==> src/rtl/eth_rxc_pkg.sv <==
package eth_rxc_pkg;

  localparam logic [7:0]  PREAMBLE_BYTE = 8'h55;
  localparam logic [7:0]  SFD_BYTE      = 8'hD5;
  localparam logic [31:0] CRC_POLY_REFL = 32'hEDB88320;
  localparam logic [31:0] CRC_ONES      = 32'hFFFFFFFF;
  localparam logic [31:0] CRC_RESIDUE   = 32'hDEBB20E3;
  localparam int          HDR_BYTES     = 14;
  localparam int          FCS_BYTES     = 4;

  typedef enum logic [1:0] {
    ST_IDLE,
    ST_HUNT,
    ST_BODY,
    ST_DROP
  } rxState_t;

  // strobes from control to datapath, one set per accepted byte
  typedef struct packed {
    logic crcInit;
    logic crcEn;
    logic hdrShift;
    logic hdrDone;
    logic pipeShift;
    logic emit;
    logic frameEnd;
    logic sizeErr;
  } rxCtl_t;

  // one byte of reflected CRC-32, least significant bit first
  function automatic logic [31:0] crc32Byte(input logic [31:0] c, input logic [7:0] d);
    logic [31:0] r;
    r = c;
    for (int i = 0; i < 8; i++) begin
      r = (r >> 1) ^ (((r[0] ^ d[i]) == 1'b1) ? CRC_POLY_REFL : 32'h0);
    end
    return r;
  endfunction

endpackage

==> src/rtl/eth_rxc_ctrl.sv <==
module eth_rxc_ctrl
  import eth_rxc_pkg::*;
#(
  parameter int MIN_FRAME  = 64,
  parameter int MAX_FRAME  = 1518,
  parameter int SFD_WINDOW = 8
) (
  input  logic       clk,
  input  logic       rst_n,
  input  logic       inValid,
  input  logic [7:0] inData,
  input  logic       inSof,
  input  logic       inEof,
  output rxCtl_t     ctl
);

  localparam int CNT_W  = $clog2(MAX_FRAME + 1);
  localparam int HUNT_W = $clog2(SFD_WINDOW + 1);
  localparam logic [CNT_W-1:0]  CNT_SAT    = CNT_W'(MAX_FRAME);
  localparam logic [CNT_W-1:0]  HDR_LAST   = CNT_W'(HDR_BYTES - 1);
  localparam logic [CNT_W-1:0]  HDR_END    = CNT_W'(HDR_BYTES);
  localparam logic [CNT_W-1:0]  EMIT_FIRST = CNT_W'(HDR_BYTES + FCS_BYTES);
  localparam logic [CNT_W-1:0]  SHORT_LIM  = CNT_W'(MIN_FRAME - 1);
  localparam logic [CNT_W-1:0]  LONG_LIM   = CNT_W'(MAX_FRAME - 1);
  localparam logic [HUNT_W-1:0] HUNT_LAST  = HUNT_W'(SFD_WINDOW - 1);

  rxState_t          state, stateNext;
  logic [CNT_W-1:0]  frameCnt, frameCntNext;
  logic [HUNT_W-1:0] huntCnt, huntCntNext, huntPos;
  logic              hunting;

  assign huntPos = inSof ? '0 : huntCnt;
  assign hunting = inSof || (state == ST_HUNT);

  always_comb begin
    ctl          = '0;
    stateNext    = state;
    frameCntNext = frameCnt;
    huntCntNext  = huntCnt;
    if (inValid) begin
      if (hunting) begin
        if (inData == SFD_BYTE) begin
          ctl.crcInit  = 1'b1;
          frameCntNext = '0;
          stateNext    = ST_BODY;
          if (inEof) begin
            // empty frame: delimiter carries the end marker
            ctl.frameEnd = 1'b1;
            ctl.sizeErr  = 1'b1;
            stateNext    = ST_IDLE;
          end
        end else if ((inData == PREAMBLE_BYTE) && (huntPos < HUNT_LAST)) begin
          huntCntNext = huntPos + 1'b1;
          stateNext   = inEof ? ST_IDLE : ST_HUNT;
        end else begin
          stateNext = inEof ? ST_IDLE : ST_DROP;
        end
      end else if (state == ST_BODY) begin
        ctl.crcEn     = 1'b1;
        ctl.hdrShift  = frameCnt < HDR_END;
        ctl.hdrDone   = frameCnt == HDR_LAST;
        ctl.pipeShift = frameCnt >= HDR_END;
        ctl.emit      = frameCnt >= EMIT_FIRST;
        if (frameCnt != CNT_SAT) begin
          frameCntNext = frameCnt + 1'b1;
        end
        if (inEof) begin
          ctl.frameEnd = 1'b1;
          ctl.sizeErr  = (frameCnt < SHORT_LIM) || (frameCnt > LONG_LIM);
          stateNext    = ST_IDLE;
        end
      end
    end
  end

  always_ff @(posedge clk or negedge rst_n) begin
    if (!rst_n) begin
      state    <= ST_IDLE;
      frameCnt <= '0;
      huntCnt  <= '0;
    end else begin
      state    <= stateNext;
      frameCnt <= frameCntNext;
      huntCnt  <= huntCntNext;
    end
  end

endmodule

==> src/rtl/eth_rxc_dpath.sv <==
module eth_rxc_dpath
  import eth_rxc_pkg::*;
#(
  parameter int TYPE_MIN = 1536
) (
  input  logic        clk,
  input  logic        rst_n,
  input  logic [7:0]  inData,
  input  rxCtl_t      ctl,
  output logic        outValid,
  output logic [7:0]  outData,
  output logic        hdrValid,
  output logic [47:0] dstAddr,
  output logic [47:0] srcAddr,
  output logic [15:0] lenType,
  output logic        isMulticast,
  output logic        isType,
  output logic        statValid,
  output logic        statFcsOk,
  output logic        statSizeErr,
  output logic        statGood
);

  localparam int HDR_W = 8 * HDR_BYTES;

  logic [31:0]        crcReg, crcNext;
  logic [HDR_W-9:0]   hdrSh;
  logic [HDR_W-1:0]   hdrFull;
  logic [7:0]         pipe [FCS_BYTES];
  logic               fcsMatch;

  always_comb begin
    crcNext = crcReg;
    if (ctl.crcInit) begin
      crcNext = CRC_ONES;
    end else if (ctl.crcEn) begin
      crcNext = crc32Byte(crcReg, inData);
    end
  end

  assign fcsMatch = crcNext == CRC_RESIDUE;
  assign hdrFull  = {hdrSh, inData};

  always_ff @(posedge clk or negedge rst_n) begin
    if (!rst_n) begin
      crcReg <= CRC_ONES;
      hdrSh  <= '0;
    end else begin
      crcReg <= crcNext;
      if (ctl.hdrShift) begin
        hdrSh <= hdrFull[HDR_W-9:0];
      end
    end
  end

  // check-sequence holdback: payload leaves once four later bytes arrived
  for (genvar g = 0; g < FCS_BYTES; g++) begin : g_pipe
    always_ff @(posedge clk or negedge rst_n) begin
      if (!rst_n) begin
        pipe[g] <= '0;
      end else if (ctl.pipeShift) begin
        if (g == 0) begin
          pipe[g] <= inData;
        end else begin
          pipe[g] <= pipe[(g == 0) ? 0 : g-1];
        end
      end
    end
  end

  always_ff @(posedge clk or negedge rst_n) begin
    if (!rst_n) begin
      outValid    <= 1'b0;
      outData     <= '0;
      hdrValid    <= 1'b0;
      dstAddr     <= '0;
      srcAddr     <= '0;
      lenType     <= '0;
      isMulticast <= 1'b0;
      isType      <= 1'b0;
      statValid   <= 1'b0;
      statFcsOk   <= 1'b0;
      statSizeErr <= 1'b0;
      statGood    <= 1'b0;
    end else begin
      outValid  <= ctl.emit;
      hdrValid  <= ctl.hdrDone;
      statValid <= ctl.frameEnd;
      if (ctl.emit) begin
        outData <= pipe[FCS_BYTES-1];
      end
      if (ctl.hdrDone) begin
        dstAddr     <= hdrFull[HDR_W-1 -: 48];
        srcAddr     <= hdrFull[HDR_W-49 -: 48];
        lenType     <= hdrFull[15:0];
        isMulticast <= hdrFull[HDR_W-8];
        isType      <= hdrFull[15:0] >= 16'(TYPE_MIN);
      end
      if (ctl.frameEnd) begin
        statFcsOk   <= fcsMatch;
        statSizeErr <= ctl.sizeErr;
        statGood    <= fcsMatch && !ctl.sizeErr;
      end
    end
  end

endmodule

==> src/rtl/eth_rx_classifier.sv <==
module eth_rx_classifier
  import eth_rxc_pkg::*;
#(
  parameter int MIN_FRAME  = 64,
  parameter int MAX_FRAME  = 1518,
  parameter int SFD_WINDOW = 8,
  parameter int TYPE_MIN   = 1536
) (
  input  logic        clk,
  input  logic        rst_n,
  input  logic        inValid,
  input  logic [7:0]  inData,
  input  logic        inSof,
  input  logic        inEof,
  output logic        outValid,
  output logic [7:0]  outData,
  output logic        hdrValid,
  output logic [47:0] dstAddr,
  output logic [47:0] srcAddr,
  output logic [15:0] lenType,
  output logic        isMulticast,
  output logic        isType,
  output logic        statValid,
  output logic        statFcsOk,
  output logic        statSizeErr,
  output logic        statGood
);

  rxCtl_t ctl;

  eth_rxc_ctrl #(
    .MIN_FRAME (MIN_FRAME),
    .MAX_FRAME (MAX_FRAME),
    .SFD_WINDOW(SFD_WINDOW)
  ) u_ctrl (
    .clk    (clk),
    .rst_n  (rst_n),
    .inValid(inValid),
    .inData (inData),
    .inSof  (inSof),
    .inEof  (inEof),
    .ctl    (ctl)
  );

  eth_rxc_dpath #(
    .TYPE_MIN(TYPE_MIN)
  ) u_dpath (
    .clk        (clk),
    .rst_n      (rst_n),
    .inData     (inData),
    .ctl        (ctl),
    .outValid   (outValid),
    .outData    (outData),
    .hdrValid   (hdrValid),
    .dstAddr    (dstAddr),
    .srcAddr    (srcAddr),
    .lenType    (lenType),
    .isMulticast(isMulticast),
    .isType     (isType),
    .statValid  (statValid),
    .statFcsOk  (statFcsOk),
    .statSizeErr(statSizeErr),
    .statGood   (statGood)
  );

endmodule

==> config.mk <==
export PLATFORM = sky130hd
export DESIGN_NAME = eth_rx_classifier
export DESIGN_NICKNAME = d
export VERILOG_FILES = /design/src/rtl/eth_rxc_pkg.sv /design/src/rtl/eth_rxc_ctrl.sv /design/src/rtl/eth_rxc_dpath.sv /design/src/rtl/eth_rx_classifier.sv
export SDC_FILE = /design/constraint.sdc
export NUM_CORES = 1
export LEC_CHECK = 0
export BUFFER_PORTS_ARGS = -buffer_cell sky130_fd_sc_hd__clkbuf_2
export CAP_MARGIN = 30
export CORE_ASPECT_RATIO = 1.4
export CORE_MARGIN = 4
export CORE_UTILIZATION = 59
export DETAILED_ROUTE_END_ITERATION = 16
export PLACE_DENSITY = 0.8
export RECOVER_POWER = 25
export SYNTH_ARGS = -nofsm -noshare
export SYNTH_HDL_FRONTEND = slang
export SYNTH_SLANG_ARGS = --single-unit
==> constraint.sdc <==
create_clock -name clk -period 2.9 [get_ports clk]
set_input_delay 0.145 -clock clk [delete_from_list [all_inputs] [get_ports clk]]
set_output_delay 0.145 -clock clk [all_outputs]
set_load 0.05 [all_outputs]
==> impl_metrics.env, run 1 <==
export IMPL_status="finished with violations"
export IMPL_violations_in_the_final_reports="capacitance limit, slew limit"
export IMPL_drt_first_iter_violations=527
export IMPL_rr_endpoint="u_dpath.statGood$_DFFE_PN0P_"
export IMPL_hold_path_startpoint="inData[4]"
export IMPL_worst_slew_pin_transition_ns=2.41
export IMPL_power_consumption_w=0.0141
export IMPL_power_share_sequential_pct=39.9
export IMPL_fin_tns_setup_ns=0
export IMPL_mostFrequentLayoutCells="sky130_fd_sc_hd__nand2_1, sky130_fd_sc_hd__dfrtp_1, sky130_fd_sc_hd__clkbuf_2"
export IMPL_cts_hold_repair_buffers=10
export IMPL_gpl_final_weighted_congestion=0.932
export IMPL_area_sequential_um2=7850
export IMPL_multi_input_area_um2=5140
export IMPL_grt_use_total_pct=25.6
export IMPL_min_delay_path_depth=3
export IMPL_logic_pwr_share_pct=30.6
export IMPL_startpoint_type="register"
export IMPL_synth_area_top_cells="sky130_fd_sc_hd__dfrtp_1, sky130_fd_sc_hd__mux2_2, sky130_fd_sc_hd__nand2_1"
export IMPL_synth_top_family_by_area="simple AND/OR/NAND/NOR gates"
export IMPL_critical_path_end_type="register"
export IMPL_timing_setup_critical_path_class="register to register"
export IMPL_cts_tree="built"
export IMPL_irDropWorstVdd_mv=0.551
export IMPL_ys_flop_type="sky130_fd_sc_hd__dfrtp_1"
export IMPL_grt_first_pass_wirelength_um=50400
export IMPL_synth_edff_count=0
export IMPL_yosysWarningCount=0
export IMPL_cts_path_max_buffers=3
export IMPL_detailed_place_hpwl_um=21800
export IMPL_num_rows=64
export IMPL_mappedNetlistArea_um2=13200
export IMPL_p_sw_w=0.00447
export IMPL_crit_path_max_fanout=8
export IMPL_synthesis_nets=1177
export IMPL_synth_fa_ha_area_share_pct=0.379
export IMPL_post_synth_and_or_nand_nor_area_fraction_pct=14.8
export IMPL_clk_root_buffer_cell="sky130_fd_sc_hd__clkbuf_16"
export IMPL_grt_start_max_net_pins=105
export IMPL_final_setup_worst_slack_ns=0.161
export IMPL_register_bit_total_from_synthesis=312
export IMPL_detail_route_wl_per_cell_um=19.0
export IMPL_die_h_um=185
export IMPL_firstDrtPassIters=6
export IMPL_yosysTopAreaCell="sky130_fd_sc_hd__dfrtp_1"
export IMPL_fin_util_pct=71.4
export IMPL_drv_cap=1
export IMPL_final_net_count=1341
export IMPL_finalCritPeriodShare_pct=94.5
export IMPL_reg2reg_depth=8
export IMPL_placed_area_um2=14500
export IMPL_path_clk_slew_ns=0.06
export IMPL_period_needed_ns=2.74
export IMPL_number_of_antenna_violations_at_the_first_check_in_global_routing=0
export IMPL_crit_arrival_ns=3.21
export IMPL_internal_power_w=0.00959
export IMPL_p_sw_share_pct=31.8
export IMPL_ios=141
export IMPL_hold_class="primary input to register"
export IMPL_fin_area_um2=15700
export IMPL_regToRegStartpoint="u_dpath.crcReg[4]$_DFF_PN1_"
export IMPL_drtAntennaViolNets=0
export IMPL_final_hold_violation_count=0
export IMPL_min_delay_worst_endpoint="u_dpath.lenType[4]$_DFFE_PN0P_"
export IMPL_timing_max_slew_rel_slack_pct=-60.9
export IMPL_clock_latency_ns=0.55
export IMPL_grt_overflow_total=0
export IMPL_cts_buffers_inserted=29
export IMPL_post_cts_repair_setup_buffers=0
export IMPL_worst_clock_skew_ns=0.0180
export IMPL_synthMuxAreaShare_pct=11.8
export IMPL_post_route_drc_count=0
export IMPL_htree_num_levels=1
export IMPL_cp_data_required_time_ns=3.37
export IMPL_coreArea_um2=21900
export IMPL_design_die_area_um2=24900
export IMPL_power_leakage_nw=8.25
export IMPL_number_of_global_route_vias_before_repair=9512
export IMPL_num_vias=9073
export IMPL_dieWidth_um=134
export IMPL_postSynth_asyncResetShare_pct=100
export IMPL_proportion_of_netlist_area_held_by_the_largest_area_contributor_pct=53.1
export IMPL_yosys_area_share_xor_xnor_pct=7.74
export IMPL_regToRegSetupSlack_ns=0.16
export IMPL_share_clk_of_total_power_pct=29.5
export IMPL_share_of_layout_cells_above_drive_strength_1_pct=31.6
export IMPL_port_buffers=140
export IMPL_layout_overhead_on_the_synthesized_area_pct=18.6
export IMPL_drt_wl_total_um=31300
export IMPL_avgViaCountPerCell=5.52
export IMPL_finalSetupViolations=0
export IMPL_synth_area_per_cell_um2=11.4
export IMPL_final_common_cell="sky130_fd_sc_hd__nand2_1"
export IMPL_rsz0062_at_grt="false"
export IMPL_cellPowerDensity_nw_per_um2=898
export IMPL_final_max_slew_viol_count=96
export IMPL_final_fill_count=1572
export IMPL_clock_sinks=312
export IMPL_synth_compound_area_share_pct=3.98
export IMPL_fmax_mhz=365
export IMPL_preCtsSetupSlack_ns=0.195
export IMPL_syn_inst=1160
export IMPL_ys_seq_area_share_pct=59.4
export IMPL_n_antenna_cell=0
export IMPL_post_cts_resize_count=0
export IMPL_start_util_pct=60.2
export IMPL_synth_distinct_cells=67
[worst max-delay path by stage]
| stage | startpoint | to | slack, ns | cells after the start |
|---|---|---|---|---|
| 2_1_floorplan | u_dpath.crcReg[7]$_DFF_PN1_ | u_dpath.statGood$_DFFE_PN0P_ | 0.43 | 9 |
| 3_3_place_gp | u_dpath.crcReg[2]$_DFF_PN1_ | u_dpath.statGood$_DFFE_PN0P_ | 0.21 | 8 |
| 3_5_place_dp | u_dpath.crcReg[4]$_DFF_PN1_ | u_dpath.statGood$_DFFE_PN0P_ | 0.19 | 8 |
| 4_1_cts | u_dpath.crcReg[4]$_DFF_PN1_ | u_dpath.statGood$_DFFE_PN0P_ | 0.16 | 8 |
| 5_1_grt | u_dpath.crcReg[4]$_DFF_PN1_ | u_dpath.statGood$_DFFE_PN0P_ | 0.01 | 8 |
| 6_report | u_dpath.crcReg[4]$_DFF_PN1_ | u_dpath.statGood$_DFFE_PN0P_ | 0.16 | 8 |
[worst max-delay path, stage by stage, from the launching register on]
cell and delay, ns:
sky130_fd_sc_hd__dfstp_2 0.62, sky130_fd_sc_hd__xnor2_4 0.16, sky130_fd_sc_hd__xnor2_2 0.44, sky130_fd_sc_hd__xnor2_1 0.23
sky130_fd_sc_hd__xor2_1 0.17, sky130_fd_sc_hd__a21oi_1 0.10, sky130_fd_sc_hd__or3b_1 0.41, sky130_fd_sc_hd__nor4_2 0.32
sky130_fd_sc_hd__a32o_1 0.21
[registers in the layout (all words and copies together), names as in the netlist, 2 cells and up]
| name | count |
|---|---|
| u_dpath.lenType | 16 |
| u_dpath.hdrSh | 104 |
| u_ctrl.frameCnt | 11 |
| u_dpath.dstAddr | 48 |
| u_dpath.pipe | 32 |
| u_ctrl.huntCnt | 4 |
| u_dpath.srcAddr | 48 |
| u_dpath.outData | 8 |
| u_dpath.crcReg | 32 |
| u_ctrl.state | 2 |
[routing by layer]
metal | up-vias | global-route usage (%) | wire [um]
li1 | 4166 | - | -
met1 | 4543 | 31.2 | 11800
met2 | 280 | 46.3 | 16700
met3 | 84 | 3.04 | 1460
met4 | 0 | 10.3 | 1300
met5 | - | 0 | 0
[final cells by class]
class	count	area share [%]
multi-input combinational	782	32.8
sequential	312	50.1
tap	297	2.37
timing repair buffer	186	7.56
clock inverter	15	1.41
clock buffer	38	5.42
inverter	13	0.328
[power by group through the flow]
| stage | sequential [W] | combinational, W | clock (W) |
|---|---|---|---|
| 2_1_floorplan | 0.00561 | 0.00316 | 0 |
| 3_3_place_gp | 0.00565 | 0.00428 | 0 |
| 3_5_place_dp | 0.00566 | 0.00427 | 0 |
| 4_1_cts | 0.00559 | 0.00432 | 0.00423 |
| 5_1_grt | 0.00565 | 0.00461 | 0.00441 |
| 6_report | 0.00560 | 0.00430 | 0.00415 |
[stage by stage]
step	instances	hold WS, ns
floorplan	1160	-0.151
global placement	1580	0.256
detailed placement	1580	0.264
CTS	1643	0.00445
global route	1643	0.0185
finish	1643	0.0294
[synth_stat cells (all sizes together), types with 3 or more instances]
cell type,instances
nand2,380
dfrtp,280
mux2,137
xnor2,55
nor2,44
clkbuf,43
dfstp,32
a21oi,24
o21ai,20
xor2,19
inv,11
buf,10
nand3,7
nand4,6
nor2b,6
nor4,6
xnor3,6
nor3,5
o22ai,5
a31oi,4
ha,4
nand2b,4
o21a,4
a21o,3
and3,3
and4,3
[cell families (layout without fill, tap and decap cells)]
group	count (synthesis)	after routing
flops	312	312
xor+xnor	82	82
buf+inv	66	252
simple gates	477	477
mux	138	138
fa+ha+maj	4	4
compound gates	81	81
Power figures use the tool's default switching activity.
==> inputs of run 2 (changes only) <==
Settings changed: ABC_AREA from default to 1.
==> impl_metrics.env, run 2 <==
export IMPL_violations_in_the_final_reports="capacitance limit, slew limit"
export IMPL_power_consumption_w=0.0131
export IMPL_finalSetupViolations=0
export IMPL_drt_wl_total_um=34100
export IMPL_syn_inst=1597
export IMPL_coreArea_um2=22600
export IMPL_num_vias=11200
export IMPL_synthTopCellsByCount="sky130_fd_sc_hd__nand2_1, sky130_fd_sc_hd__dfrtp_1, sky130_fd_sc_hd__o21ai_0, sky130_fd_sc_hd__inv_1, sky130_fd_sc_hd__nand3_1"
export IMPL_irDropWorstVdd_mv=0.659
export IMPL_postSynth_asyncResetShare_pct=100
export IMPL_cts_path_max_buffers=3
export IMPL_status="finished with violations"
export IMPL_grt_use_total_pct=27.1
export IMPL_drv_cap=1
export IMPL_critical_path_end_type="register"
export IMPL_worst_path_largest_cell_delay_ns=0.45
export IMPL_final_setup_worst_slack_ns=0.264
export IMPL_gpl_final_weighted_congestion=1.13
export IMPL_yosysWarningCount=0
export IMPL_share_of_layout_cells_above_drive_strength_1_pct=16.3
export IMPL_synth_area_per_cell_um2=8.48
export IMPL_cp_top_family="simple AND/OR/NAND/NOR gates"
export IMPL_mappedNetlistArea_um2=13500
export IMPL_dp_cells=2002
export IMPL_detailed_place_hpwl_um=23800
export IMPL_n_antenna_cell=0
export IMPL_crit_path_max_fanout=31
export IMPL_yosys_cell_count_top_type="sky130_fd_sc_hd__nand2_1"
export IMPL_fin_tns_setup_ns=0
export IMPL_grt_first_pass_wirelength_um=55800
export IMPL_avgViaCountPerCell=5.44
export IMPL_layout_overhead_on_the_synthesized_area_pct=16.7
export IMPL_cellPowerDensity_nw_per_um2=830
export IMPL_drtAntennaViolNets=0
export IMPL_ys_flop_type="sky130_fd_sc_hd__dfrtp_1"
export IMPL_cp_slowest_cell="sky130_fd_sc_hd__dfrtp_1"
export IMPL_cp_num_buf_inv=2
export IMPL_regs_by_ff_count="u_dpath.hdrSh (104), u_dpath.dstAddr (48), u_dpath.srcAddr (48)"
export IMPL_mostFrequentLayoutCells="sky130_fd_sc_hd__nand2_1, sky130_fd_sc_hd__dfrtp_1, sky130_fd_sc_hd__o21ai_0"
export IMPL_grt_overflow_total=0
export IMPL_synthesis_nets=1614
export IMPL_cp_data_required_time_ns=3.34
export IMPL_power_leakage_nw=8.36
export IMPL_final_net_count=1759
export IMPL_number_of_antenna_violations_at_the_first_check_in_global_routing=0
export IMPL_firstDrtPassIters=6
export IMPL_final_hold_violation_count=0
export IMPL_die_h_um=187
export IMPL_ys_seq_area_share_pct=57.9
export IMPL_clock_sinks=312
export IMPL_largest_register_ffs=104
export IMPL_post_route_drc_count=0
export IMPL_grt_start_max_net_pins=101
export IMPL_fmax_mhz=379
export IMPL_final_common_cell="sky130_fd_sc_hd__nand2_1"
export IMPL_yosysTopAreaCell="sky130_fd_sc_hd__dfrtp_1"
export IMPL_ios=141
export IMPL_synth_distinct_cells=35
export IMPL_preCtsSetupSlack_ns=0.292
export IMPL_post_cts_resize_count=0
export IMPL_num_rows=65
export IMPL_design_die_area_um2=25500
export IMPL_fin_cells=2065
export IMPL_register_bit_total_from_synthesis=312
export IMPL_start_util_pct=59.9
export IMPL_clock_latency_ns=0.54
export IMPL_path_clk_slew_ns=0.06
export IMPL_finalCritPeriodShare_pct=90.9
export IMPL_timing_max_slew_rel_slack_pct=-61.3
export IMPL_port_buffers=140
export IMPL_cts_hold_repair_buffers=10
export IMPL_synth_area_top_cells="sky130_fd_sc_hd__dfrtp_1, sky130_fd_sc_hd__nand2_1, sky130_fd_sc_hd__o21ai_0"
export IMPL_regMostFlops="u_dpath.hdrSh"
export IMPL_htree_num_levels=1
export IMPL_startpoint_type="register"
export IMPL_proportion_of_netlist_area_held_by_the_largest_area_contributor_pct=51.7
export IMPL_synth_edff_count=0
export IMPL_post_cts_repair_setup_buffers=0
export IMPL_drt_first_iter_violations=852
export IMPL_rsz0062_at_grt="false"
export IMPL_timing_setup_critical_path_class="register to register"
export IMPL_period_needed_ns=2.64
export IMPL_worst_slew_pin_transition_ns=2.42
export IMPL_final_fill_count=1761
export IMPL_detail_route_wl_per_cell_um=16.5
export IMPL_cts_tree="built"
export IMPL_final_max_slew_viol_count=93
export IMPL_dieWidth_um=136
export IMPL_crit_arrival_ns=3.07
export IMPL_worstPathCellList="nor4_1 > inv_1 > nor4_2 > nand2_1 > nor2_4 > buf_4 > nand2_1 > o21ai_0"
export IMPL_worst_clock_skew_ns=0.00927
export IMPL_clk_root_buffer_cell="sky130_fd_sc_hd__clkbuf_16"
export IMPL_critical_path_most_common_cell="sky130_fd_sc_hd__nand2_1"
export IMPL_cts_buffers_inserted=29
export IMPL_number_of_global_route_vias_before_repair=11200
export IMPL_hold_class="primary input to register"
==> run 2: cell types whose count changed after synthesis, moves of 12 or more <==
cell / previous run / this run
sky130_fd_sc_hd__o21ai_0: 18 / 245
sky130_fd_sc_hd__inv_1: 11 / 202
sky130_fd_sc_hd__nand2_1: 380 / 549
sky130_fd_sc_hd__mux2_2: 137 / 16
sky130_fd_sc_hd__nand3_1: 7 / 80
sky130_fd_sc_hd__xnor2_1: 41 / 2
sky130_fd_sc_hd__buf_4: 1 / 13
==> run 2: where the power goes <==
group	total, W	switching, W	internal [W]
Sequential	0.00556	0.000437	0.00512
Clock	0.00424	0.00163	0.00261
Combinational	0.00333	0.00233	0.00100
Total	0.0131	0.00440	0.00873
==> run 2: cell type report <==
cell class                      count  area (um2)  share of cell area (%)
Clock buffer                       36         812                    5.14
Clock inverter                     17         268                    1.69
Inverter                          207         777                    4.92
Multi-Input combinational cell   1016        4630                    29.3
Sequential cell                   312        7850                    49.7
Tap cell                          301         377                    2.38
Timing Repair Buffer              176        1090                    6.90
==> run 2: stage by stage <==
step | util (%) | hold slack (ns) | instance area [um2]
final | 69.9 | 0.0309 | 15800
after floorplan | - | -0.151 | 13500
after global routing | 69.9 | 0.0445 | 15800
after CTS | 70.0 | 0.00983 | 15800
after detailed placement | 64.7 | 0.227 | 14600
after global placement | 64.7 | 0.227 | 14600
==> run 2: worst min-delay path, stage by stage <==
cell                       delay (ns)
sky130_fd_sc_hd__clkbuf_2        0.15
sky130_fd_sc_hd__nor2_1          0.08
sky130_fd_sc_hd__o21ai_0         0.15
==> run 2: final timing paths <==
path / from / endpoint / slack (ns) / cells past startpoint
max: u_ctrl.frameCnt[9]$_DFFE_PN0P_ / u_dpath.hdrSh[64]$_DFFE_PN0P_ / 0.26 / 8
min: inSof / u_ctrl.huntCnt[0]$_DFFE_PN0P_ / 0.03 / 3
max reg2reg: u_ctrl.frameCnt[9]$_DFFE_PN0P_ / u_dpath.hdrSh[64]$_DFFE_PN0P_ / 0.26 / 8
min reg2reg: u_dpath.statSizeErr$_DFFE_PN0P_ / u_dpath.statSizeErr$_DFFE_PN0P_ / 0.48 / 2
max in group asynchronous: rst_n / u_dpath.hdrSh[62]$_DFFE_PN0P_ / 0.58 / 3
min in group asynchronous: rst_n / u_dpath.srcAddr[30]$_DFFE_PN0P_ / 0.90 / 2
==> run 2: per-layer routing <==
| metal | track usage (%) | part of all wire (%) |
|---|---|---|
| met1 | 33.0 | 37 |
| met4 | 13.3 | 5.4 |
| met3 | 3.63 | 6.2 |
| met5 | 0 | 0 |
| met2 | 46.9 | 51 |
==> run 2: kinds of logic (layout without fill, tap and decap cells) <==
group | Yosys count | count (layout) | synth area share [%]
simple gates | 703 | 703 | 21.2
flops | 312 | 312 | 57.9
fa+ha+maj | 4 | 4 | 0.369
buf+inv | 269 | 436 | 7.94
mux | 16 | 16 | 1.33
xor+xnor | 9 | 9 | 0.582
compound gates | 284 | 284 | 10.7
==> inputs of run 3 (changes only) <==
Settings changed: CORE_UTILIZATION 59 to 30, PLACE_DENSITY 0.8 to default.
==> impl_metrics.env, run 3 (synthesis results as in run 2) <==
export IMPL_num_rows=91
export IMPL_logic_pwr_share_pct=25.0
export IMPL_power_share_sequential_pct=41.2
export IMPL_p_sw_w=0.00453
export IMPL_area_sequential_um2=7850
export IMPL_multi_input_area_um2=4630
export IMPL_timing_setup_critical_path_class="primary input to register"
export IMPL_regToRegSetupSlack_ns=0.23
export IMPL_irDropWorstVdd_mv=0.461
export IMPL_fmax_mhz=365
export IMPL_worst_clock_skew_ns=0.0161
export IMPL_fin_util_pct=36.6
export IMPL_cts_path_max_buffers=3
export IMPL_coreArea_um2=44400
export IMPL_detailed_place_hpwl_um=25900
export IMPL_drtAntennaViolNets=0
export IMPL_share_clk_of_total_power_pct=33.8
export IMPL_layout_overhead_on_the_synthesized_area_pct=19.8
export IMPL_post_cts_resize_count=0
export IMPL_firstDrtPassIters=5
export IMPL_p_sw_share_pct=33.7
export IMPL_period_needed_ns=2.74
export IMPL_number_of_antenna_violations_at_the_first_check_in_global_routing=0
export IMPL_rsz0062_at_grt="false"
export IMPL_timing_max_slew_rel_slack_pct=-47.3
export IMPL_regToRegStartpoint="u_dpath.crcReg[5]$_DFF_PN1_"
export IMPL_min_delay_path_depth=3
export IMPL_grt_use_total_pct=14.7
export IMPL_drt_wl_total_um=36300
export IMPL_hold_path_startpoint="inData[2]"
export IMPL_violations_in_the_final_reports="capacitance limit, slew limit"
export IMPL_number_of_global_route_vias_before_repair=10700
export IMPL_cts_buffers_inserted=35
export IMPL_startpoint_type="primary input"
export IMPL_final_common_cell="sky130_fd_sc_hd__nand2_1"
export IMPL_clk_root_buffer_cell="sky130_fd_sc_hd__clkbuf_16"
export IMPL_critical_path_end_type="register"
export IMPL_drv_cap=1
export IMPL_cp_slowest_cell="sky130_fd_sc_hd__dlygate4sd3_1"
export IMPL_path_clk_slew_ns=0.06
export IMPL_cellPowerDensity_nw_per_um2=827
export IMPL_gpl_final_weighted_congestion=0.968
export IMPL_detail_route_wl_per_cell_um=15.6
export IMPL_grt_start_max_net_pins=113
export IMPL_drt_first_iter_violations=732
export IMPL_n_antenna_cell=0
export IMPL_min_delay_worst_endpoint="u_dpath.hdrSh[2]$_DFFE_PN0P_"
export IMPL_start_util_pct=30.5
export IMPL_num_vias=11000
export IMPL_crit_path_max_fanout=8
export IMPL_design_die_area_um2=48700
export IMPL_finalSetupViolations=0
export IMPL_die_h_um=259
export IMPL_grt_overflow_total=0
export IMPL_share_of_layout_cells_above_drive_strength_1_pct=16.4
export IMPL_final_setup_worst_slack_ns=0.163
export IMPL_dieWidth_um=188
export IMPL_rr_endpoint="u_dpath.statGood$_DFFE_PN0P_"
export IMPL_post_route_drc_count=0
export IMPL_regs_by_ff_count="u_dpath.hdrSh (104), u_dpath.dstAddr (48), u_dpath.srcAddr (48)"
export IMPL_final_fill_count=4561
export IMPL_regMostFlops="u_dpath.hdrSh"
export IMPL_final_hold_violation_count=0
export IMPL_grt_first_pass_wirelength_um=58200
export IMPL_htree_num_levels=2
export IMPL_cts_tree="built"
export IMPL_clock_sinks=312
export IMPL_status="finished with violations"
export IMPL_worst_path_largest_cell_delay_ns=0.53
export IMPL_crit_arrival_ns=3.20
export IMPL_power_leakage_nw=8.41
export IMPL_final_max_slew_viol_count=83
export IMPL_preCtsSetupSlack_ns=0.246
export IMPL_port_buffers=140
export IMPL_largest_register_ffs=104
export IMPL_hold_class="primary input to register"
export IMPL_mostFrequentLayoutCells="sky130_fd_sc_hd__nand2_1, sky130_fd_sc_hd__dfrtp_1, sky130_fd_sc_hd__o21ai_0"
export IMPL_power_consumption_w=0.0134
export IMPL_reg2reg_depth=15
export IMPL_fin_tns_setup_ns=0
export IMPL_ios=141
export IMPL_clock_latency_ns=0.53
export IMPL_avgViaCountPerCell=4.71
export IMPL_worst_slew_pin_transition_ns=2.21
export IMPL_internal_power_w=0.00890
export IMPL_critical_path_most_common_cell="sky130_fd_sc_hd__nand2_1"
export IMPL_cp_data_required_time_ns=3.37
export IMPL_finalCritPeriodShare_pct=94.4
export IMPL_final_net_count=1764
export IMPL_worstPathCellList="dlygate4sd3_1 > clkbuf_2 > inv_1 > nand2_1 > nand2_1 > nand2_1 > nand2_1 > nand2_1 > nand2_1 > nand2_1 > nand3_1 > nand3_1 > nor2_1 > nand2_1 > nor2_1 > nand3_1 > nand2_1"
-- run 3: cell count changes in the layout (fill, tap and decap cells not counted) --
cell / delta
sky130_fd_sc_hd__clkbuf_1: +8
sky130_fd_sc_hd__clkbuf_16: +6
sky130_fd_sc_hd__bufinv_16: -3
sky130_fd_sc_hd__clkinv_2: -3
sky130_fd_sc_hd__inv_6: +3
sky130_fd_sc_hd__dlygate4sd3_1: -2
sky130_fd_sc_hd__buf_12: +1
sky130_fd_sc_hd__buf_6: +1
sky130_fd_sc_hd__clkbuf_2: -1
-- run 3: final cells by class --
type,instances,area share (%)
clock buffers,50,6.11
repair buffers,175,6.76
inverters,207,4.79
flip-flops and latches,312,48.3
well taps,558,4.30
multi-input cells,1016,28.5
clock inverters,14,1.16
-- run 3: worst max-delay path by stage --
| stage | depth (start not counted) | to | startpoint |
|---|---|---|---|
| finish | 17 | u_dpath.statGood$_DFFE_PN0P_ | inData[3] |
| CTS | 17 | u_dpath.statGood$_DFFE_PN0P_ | inData[5] |
| detailed placement | 16 | u_dpath.statGood$_DFFE_PN0P_ | inData[5] |
| global placement | 16 | u_dpath.statGood$_DFFE_PN0P_ | inData[5] |
| global route | 17 | u_dpath.statGood$_DFFE_PN0P_ | inData[3] |
| floorplan | 7 | u_dpath.pipe[16]$_DFFE_PN0P_ | u_ctrl.frameCnt[9]$_DFFE_PN0P_ |
-- run 3: worst max-delay path: cells and delay by family --
family,cells,cell delay [ns]
buffers and inverters,3,1.03
and+or+nand+nor,14,2.02
-- run 3: per-stage QoR --
step / hold slack, ns / instances / cell area [um2]
2_1_floorplan: -0.151 / 1597 / 13500
3_3_place_gp: 0.207 / 2260 / 15000
3_5_place_dp: 0.201 / 2260 / 15000
4_1_cts: 0.0425 / 2332 / 16300
5_1_grt: 0.0580 / 2332 / 16200
6_report: 0.0556 / 2332 / 16200
-- run 3: what timing repair did --
item                                   4_1_cts  5_1_grt
setup endpoints to repair                    0        0
endpoints found under the hold margin       88        0
hold buffers                                 8        0
buffers inserted                             0        0
-- run 3: routing by layer --
| layer | vias up | wire [um] | GRT usage, % |
|---|---|---|---|
| met5 | - | 0 | 0 |
| met1 | 5255 | 14900 | 18.2 |
| met2 | 306 | 18100 | 25.5 |
| met4 | 0 | 1390 | 6.00 |
| met3 | 74 | 1910 | 2.49 |
| li1 | 5340 | - | - |
-- run 3: power by group through the flow --
stage                     combinational, W  sequential (W)  clock [W]
after floorplan                    0.00214         0.00570          0
after global placement             0.00329         0.00558          0
after detailed placement           0.00332         0.00560          0
after CTS                          0.00335         0.00553    0.00469
after global routing               0.00378         0.00560    0.00486
final                              0.00336         0.00553    0.00454
